**config.mk**
```make
export PLATFORM = sky130hd
export DESIGN_NAME = dither_shaper
export DESIGN_NICKNAME = d
export VERILOG_FILES = /design/src/rtl/dsh_pkg.sv /design/src/rtl/dsh_rst_sync.sv /design/src/rtl/dsh_lfsr.sv /design/src/rtl/dsh_diff_chain.sv /design/src/rtl/dither_shaper.sv
export SDC_FILE = /design/constraint.sdc
export NUM_CORES = 1
export LEC_CHECK = 0
export ABC_AREA = 0
export CORE_MARGIN = 10
export CORE_UTILIZATION = 45
export DETAILED_ROUTE_END_ITERATION = 12
export PLACE_DENSITY = 0.75
export SLEW_MARGIN = 25
export SYNTH_ARGS = -nofsm -noshare
export SYNTH_HDL_FRONTEND = slang
export SYNTH_HIERARCHICAL = 1
export SYNTH_SLANG_ARGS = --single-unit
```
**constraint.sdc**
```tcl
create_clock -name clk_i -period 1.4 [get_ports clk_i]
set_input_delay 0.35 -clock clk_i [delete_from_list [all_inputs] [get_ports clk_i]]
set_output_delay 0.35 -clock clk_i [all_outputs]
set_load 0.02 [all_outputs]
```
**src/rtl/dsh_pkg.sv**
```systemverilog
package dsh_pkg;
  localparam int MODE_W = 3;
  localparam int ORDERS = 3;

  typedef enum logic [MODE_W-1:0] {
    SHP_OFF  = 3'd0,
    SHP_RAW  = 3'd1,
    SHP_D1   = 3'd2,
    SHP_D2   = 3'd3,
    SHP_D3   = 3'd4
  } shape_e;
endpackage

```
**src/rtl/dsh_rst_sync.sv**
```systemverilog
module dsh_rst_sync (
  input  logic clk_i,
  input  logic rst_ni,
  output logic rst_no
);
  logic [1:0] sync_q;
  logic [1:0] sync_d;

  always_comb begin
    sync_d = {sync_q[0], 1'b1};
  end

  always_ff @(posedge clk_i or negedge rst_ni) begin
    if (!rst_ni) begin
      sync_q <= 2'b00;
    end else begin
      sync_q <= sync_d;
    end
  end

  assign rst_no = sync_q[1];
endmodule

```
**src/rtl/dsh_lfsr.sv**
```systemverilog
module dsh_lfsr #(
  parameter int          W     = 23,
  parameter int          TAP_A = 23,
  parameter int          TAP_B = 18,
  parameter logic [22:0] SEED  = 23'h3A5C7E
) (
  input  logic         clk_i,
  input  logic         rst_ni,
  output logic         bit_o,
  output logic [W-1:0] state_o
);
  localparam logic [W-1:0] SEED_W    = W'(SEED);
  localparam logic [W-1:0] SEED_SAFE = (SEED_W == '0) ? W'(1) : SEED_W;

  logic [W-1:0] state_q;
  logic [W-1:0] state_d;
  logic         fb;

  always_comb begin
    fb = state_q[TAP_A-1] ^ state_q[TAP_B-1];
    if (state_q == '0) begin
      state_d = SEED_SAFE;
    end else begin
      state_d = {state_q[W-2:0], fb};
    end
  end

  always_ff @(posedge clk_i or negedge rst_ni) begin
    if (!rst_ni) begin
      state_q <= SEED_SAFE;
    end else begin
      state_q <= state_d;
    end
  end

  assign bit_o   = state_q[W-1];
  assign state_o = state_q;
endmodule

```
**src/rtl/dsh_diff_chain.sv**
```systemverilog
module dsh_diff_chain #(
  parameter int ORDERS = 3,
  parameter int SW     = ORDERS + 1
) (
  input  logic                       clk_i,
  input  logic                       rst_ni,
  input  logic                       clr_i,
  input  logic signed [SW-1:0]       x_i,
  output logic [ORDERS:0][SW-1:0]    tap_o
);
  logic signed [SW-1:0] tap    [0:ORDERS];
  logic signed [SW-1:0] hist_q [0:ORDERS-1];
  logic signed [SW-1:0] hist_d [0:ORDERS-1];

  assign tap[0] = x_i;

  for (genvar k = 0; k < ORDERS; k++) begin : g_stage
    logic signed [SW-1:0] prev_eff;
    assign prev_eff   = clr_i ? '0 : hist_q[k];
    assign tap[k+1]   = tap[k] - prev_eff;
    assign hist_d[k]  = tap[k];
  end

  for (genvar k = 0; k <= ORDERS; k++) begin : g_out
    assign tap_o[k] = tap[k];
  end

  always_ff @(posedge clk_i or negedge rst_ni) begin
    if (!rst_ni) begin
      for (int k = 0; k < ORDERS; k++) hist_q[k] <= '0;
    end else begin
      for (int k = 0; k < ORDERS; k++) hist_q[k] <= hist_d[k];
    end
  end
endmodule

```
**src/rtl/dither_shaper.sv**
```systemverilog
module dither_shaper
  import dsh_pkg::*;
#(
  parameter int          DW     = 22,
  parameter int          GAIN_W = 3,
  parameter int          LFSR_W = 23,
  parameter int          TAP_A  = 23,
  parameter int          TAP_B  = 18,
  parameter logic [22:0] SEED   = 23'h3A5C7E
) (
  input  logic              clk_i,
  input  logic              rst_n,
  input  logic [MODE_W-1:0] mode_i,
  input  logic [GAIN_W-1:0] gain_i,
  output logic [DW-1:0]     dither_o
);
  localparam int SW = ORDERS + 1;

  logic                    rst_sync_n;
  logic                    lfsr_bit;
  logic [LFSR_W-1:0]       lfsr_state;
  logic [MODE_W-1:0]       mode_q;
  logic                    mode_chg;
  logic [ORDERS:0][SW-1:0] taps;
  logic signed [SW-1:0]    sel;
  logic [DW-1:0]           ext;
  logic [DW-1:0]           dither_d;
  logic [DW-1:0]           dither_q;

  dsh_rst_sync u_rst (
    .clk_i  (clk_i),
    .rst_ni (rst_n),
    .rst_no (rst_sync_n)
  );

  dsh_lfsr #(
    .W     (LFSR_W),
    .TAP_A (TAP_A),
    .TAP_B (TAP_B),
    .SEED  (SEED)
  ) u_lfsr (
    .clk_i   (clk_i),
    .rst_ni  (rst_sync_n),
    .bit_o   (lfsr_bit),
    .state_o (lfsr_state)
  );

  assign mode_chg = (mode_i != mode_q);

  dsh_diff_chain #(
    .ORDERS (ORDERS),
    .SW     (SW)
  ) u_chain (
    .clk_i  (clk_i),
    .rst_ni (rst_sync_n),
    .clr_i  (mode_chg),
    .x_i    ({{(SW-1){1'b0}}, lfsr_bit}),
    .tap_o  (taps)
  );

  always_comb begin
    case (mode_i)
      SHP_RAW: sel = taps[0];
      SHP_D1:  sel = taps[1];
      SHP_D2:  sel = taps[2];
      SHP_D3:  sel = taps[3];
      default: sel = '0;
    endcase
    ext      = {{(DW-SW){sel[SW-1]}}, sel};
    dither_d = ext << gain_i;
  end

  always_ff @(posedge clk_i or negedge rst_sync_n) begin
    if (!rst_sync_n) begin
      mode_q   <= '0;
      dither_q <= '0;
    end else begin
      mode_q   <= mode_i;
      dither_q <= dither_d;
    end
  end

  assign dither_o = dither_q;
endmodule

```
== After elaboration in Yosys (flattened, before gate mapping) ==
Index checks and enable logic that the tools add are counted.
Storage, ports and cells
  logic and storage cells: 23
  output and inout bits: 22
  register bits: 59
Operators by class
  muxes and demuxes: 5
  add/subtract/negate cells: 3
  shift-type cells: 1
  reduce and logical (&&, ||, !) cells: 1
  equal/unequal tests: 5
  bitwise operators: 1
Operators with widths (count)
  $logic_not A23 Y1: 1
  $mux W23: 1
  $shl A22 B3 Y22: 1
  $pmux W4 S4: 1
  $mux W4: 2
  $sub A4 B4 Y4: 2
  $eq A3 B2 Y1 const B: 2
  $sub A2 B4 Y4: 1
  $eq A3 B1 Y1 const B: 1
  $eq A3 B3 Y1 const B: 1
  $ne A3 B3 Y1: 1
  $mux W1: 1
  $xor A1 B1 Y1: 1

== Depth between registers and ports, before layout ==
  depth after elaboration: 7
  depth in mapped cells: 20
  mapped depth without buffers: 18

== By module ==
Netlist, hierarchy kept.
By module, submodules not included
  dsh_lfsr: instances 1, seq. area each 593.1 um^2, cells each 57, area an instance 869.6 um^2
  dither_shaper: instances 1, seq. area each 350.3 um^2, cells each 80, area an instance 848.3 um^2
  dsh_diff_chain: instances 1, seq. area each 300.3 um^2, cells each 68, area an instance 770.7 um^2
  dsh_rst_sync: instances 1, seq. area each 50.0 um^2, cells each 3, area an instance 53.8 um^2

== Worst setup path after synthesis ==
No wires, ideal clock.
  path kind: input to register
  start: input mode_i[1]
  end: register dither_q[3], in the netlist dither_o[3]
  stages on the path: 20
  data required time: 1.285 ns
  library setup time: 0.115 ns
  slack: -2.866 ns
  arrival: 4.151 ns
  path through: buf_4 xnor2_1 nand3_1 clkbuf_1 nor2b_1 ha_1 inv_1 fa_1 inv_1 fa_1 inv_1 ha_1 a21o_1 a21oi_1 xnor2_1 xnor2_1 a32oi_2 o21ai_2 mux4_2 nor2b_4
RTL lines
  start: declaration: line dither_shaper.sv:13  | input logic [MODE_W-1:0] mode_i,
  end signal: assignment: line dither_shaper.sv:79  | dither_q <= dither_d;
  end: declaration: line dither_shaper.sv:28  | logic [DW-1:0] dither_q;

==> flow_summary.yaml <==
global_route:
  overflow: 0
  antenna_found_initial: 0
  grt_pass1_vias: 1851
  grt_pass1_wl_um: 8604
  grt_max_degree: 18
  track_usage_pct: 11.92
finish:
  area_delta_synth_final_pct: 39.19
  drive_gt1_share_pct: 54.51
  n_antenna_cell: 0
  fillers: 407
  layoutNonFillerInstCount: 349
  nets: 296
  fin_area_um2: 3528
pwr:
  p_sw_share_pct: 31.17
  finalPower_mw: 3.973
  intPower_mw: 2.734
  total_leakage_power_nw: 1.576
  switchingPower_mw: 1.238
  p_comb_share_pct: 38.5
  peakVddDrop_v: 0.0006618
  power-per-cell-area_nw_per_um2: 1126
  pwr-share-seq_pct: 40.6
  clkPwrFrac_pct: 20.9
cts:
  clkLatencyLatePin_ns: 0.31
  ctsHtreeMaxLevel: 2
  clkTransAtPathRegs_ns: 0.10
  clk_path_buf_depth: 2
  hold_buffers: 0
  numCtsBuffers: 5
  cts_tree: "yes"
  clock_sinks: 51
  clockRootBuffer: "clkbuf_8"
critical_path:
  crit_start: "mode_q[2]"
  crit_chain: "xnor2_1, nand3_2, nor2b_1, ha_2, inv_2, fa_2, inv_2, fa_2, inv_2, ha_4, a21o_1, a21oi_2, xnor2_1, xnor2_1, a32oi_2, o21ai_2, mux4_2, nor2b_4"
  crit_path_top_delay_cell: "fa_2"
  slowest_delay_ns: 0.55
  cp_top_family: "adder cells"
  r2r_start: "mode_q[2]"
  worstPathRequired_ns: 1.61
  criticalPathCategory: "flop to flop"
  cp-end-kind: "flop"
  cp_max_fo: 2
  path_buf_inv: 3
  crit_arrival_ns: 4.18
  start_kind: "flop"
status:
  violations: "setup timing"
  status: "complete, but fails checks"
flow_run:
  cap_viol_max_count: 0
timing:
  period_share_pct: 283.2
  finalSetupViolations: 18
  timing.fmax_ghz: 0.2522
  fin_skew_ns: 0.01245
  slew_viol_final: 0
  fin_crit_ns: 3.965
  rsz0062_at_grt: "yes"
  worst_slack_ns: -2.565
  hold_violations: 0
floorplanning:
  core_um2: 5473
  initial_core_util_pct: 46.32
  io-pin-count: 30
  die_area_um2: 9035
  die_height_um: 95.06
  num_rows: 27
  die_x_um: 95.06
place:
  dp.cells: 329
  dp_hpwl_um: 3766
  place_ws_ns: -3.012
  portBuffers: 29
  dpl-instance-area_um2: 3129
  routabilityCongestion: 0.7921
hold_path:
  hold_class: "flop to asynchronous set/reset pin"
route:
  vias_per_cell: 4.834
  drt_iter0_drc: 69
  routedWlPerCell_um: 15.00
  wl_um: 5235
  dr.pass1.iters: 4
  vias: 1687
  drc: 0
  drtAntennaViolNets: 0
synthesis:
  syn_area_um2: 2535
  synth_cells: 207
  yosysWarningCount: 6
  synth_area_per_cell_um2: 12.25
## final cells by class
class                      count  area (µm²)  share of cell area, %
timing repair buffer          82       740.7                  20.99
clock buffer                   6       72.57                  2.057
sequential                    51        1296                  36.74
multi-input combinational    124        1270                  35.99
inverter                      12       45.04                  1.277
tap                           72       90.09                  2.553
clock inverter                 2       13.76                 0.3901
## flip-flops by register name, indices dropped and copies added (netlist names)
| signal | count |
|---|---|
| dither_o | 11 |
| mode_q | 3 |
| u_chain/hist_q | 12 |
| u_lfsr/state_o | 23 |
| u_rst/sync_q | 2 |
## placed cells by master (no fill, tap or decap), types with 2 or more instances in the layout
master,instances
o21ai_2,2
a22oi_1,4
dfrtp_1,35
nor3_1,2
xor2_1,4
a32oi_1,3
conb_1,11
nor2_1,4
mux2i_1,2
buf_6,24
inv_2,6
clkbuf_8,5
o22ai_1,2
o22ai_2,2
a21o_1,3
nor4_2,2
xnor2_2,6
dfstp_2,14
clkdlybuf4s50_1,4
inv_1,6
dfrtp_2,2
ha_1,3
dlygate4sd2_1,12
nand2_1,6
nand2b_4,4
buf_4,40
o21bai_2,10
o21ai_1,3
nor4_1,2
nor2b_2,2
nor2b_4,3
xnor2_1,4
o21bai_1,4
nor2b_1,4
nand2b_1,5
fa_2,3
a21oi_2,2
ha_4,5
## power groups by stage
stage          Sequential, mW  Combinational, mW  Clock, mW
6_report                 1.61               1.53      0.830
5_1_grt                  1.63               1.64      0.920
4_1_cts                  1.61               1.29      0.867
3_5_place_dp             1.65               1.23          0
3_3_place_gp             1.64               1.21          0
2_1_floorplan            1.71              0.717          0
## metrics by stage
step                hold slack (ns)  TNS [ns]  utilization [%]
finish                       0.1582    -31.47            64.47
CTS                          0.1795    -29.89            60.33
detailed placement           0.1812    -40.86            57.18
global placement             0.1754    -39.02            57.18
floorplan                   0.05441    -25.13                -
global route                 0.1949    -33.73            64.47
## worst reg2reg max path: cells and delay by family, from the launching register on
kind / cells / cell delay [ns]
flops: 1 / 0.38
buf+inv: 3 / 0.15
xor+xnor: 3 / 0.42
simple gates: 3 / 0.44
fa+ha+maj: 4 / 1.48
mux: 1 / 0.47
compound gates: 4 / 0.54
## timing repair
item                                    CTS  global route
pin swaps                                15            15
setup buffers                            10             6
endpoints found under the setup margin   41            34
gates resized for setup                  85            55
## path summary, 6_finish.rpt
check / endpoint / slack (ns) / cells after the start
setup / recovery: dither_o[3] / -2.57 / 18
hold / removal: u_lfsr/state_o[16] / 0.16 / 0
setup reg to reg: dither_o[3] / -2.57 / 18
hold reg to reg: u_lfsr/state_o[16] / 0.16 / 0
max in group asynchronous: u_lfsr/state_o[1] / 0.70 / 1
min in group clk_i: u_rst/sync_q[1] / 0.36 / 0
## per-layer routing
layer | GRT usage (%) | share of wire [%] | vias to the layer above
li1 | - | - | 811
met1 | 12.73 | 39 | 832
met2 | 21.57 | 54 | 35
met3 | 3.692 | 6.1 | 9
met4 | 4.489 | 1.5 | 0
met5 | 0 | 0 | -
No activity file was read; power rests on OpenSTA's default activity.
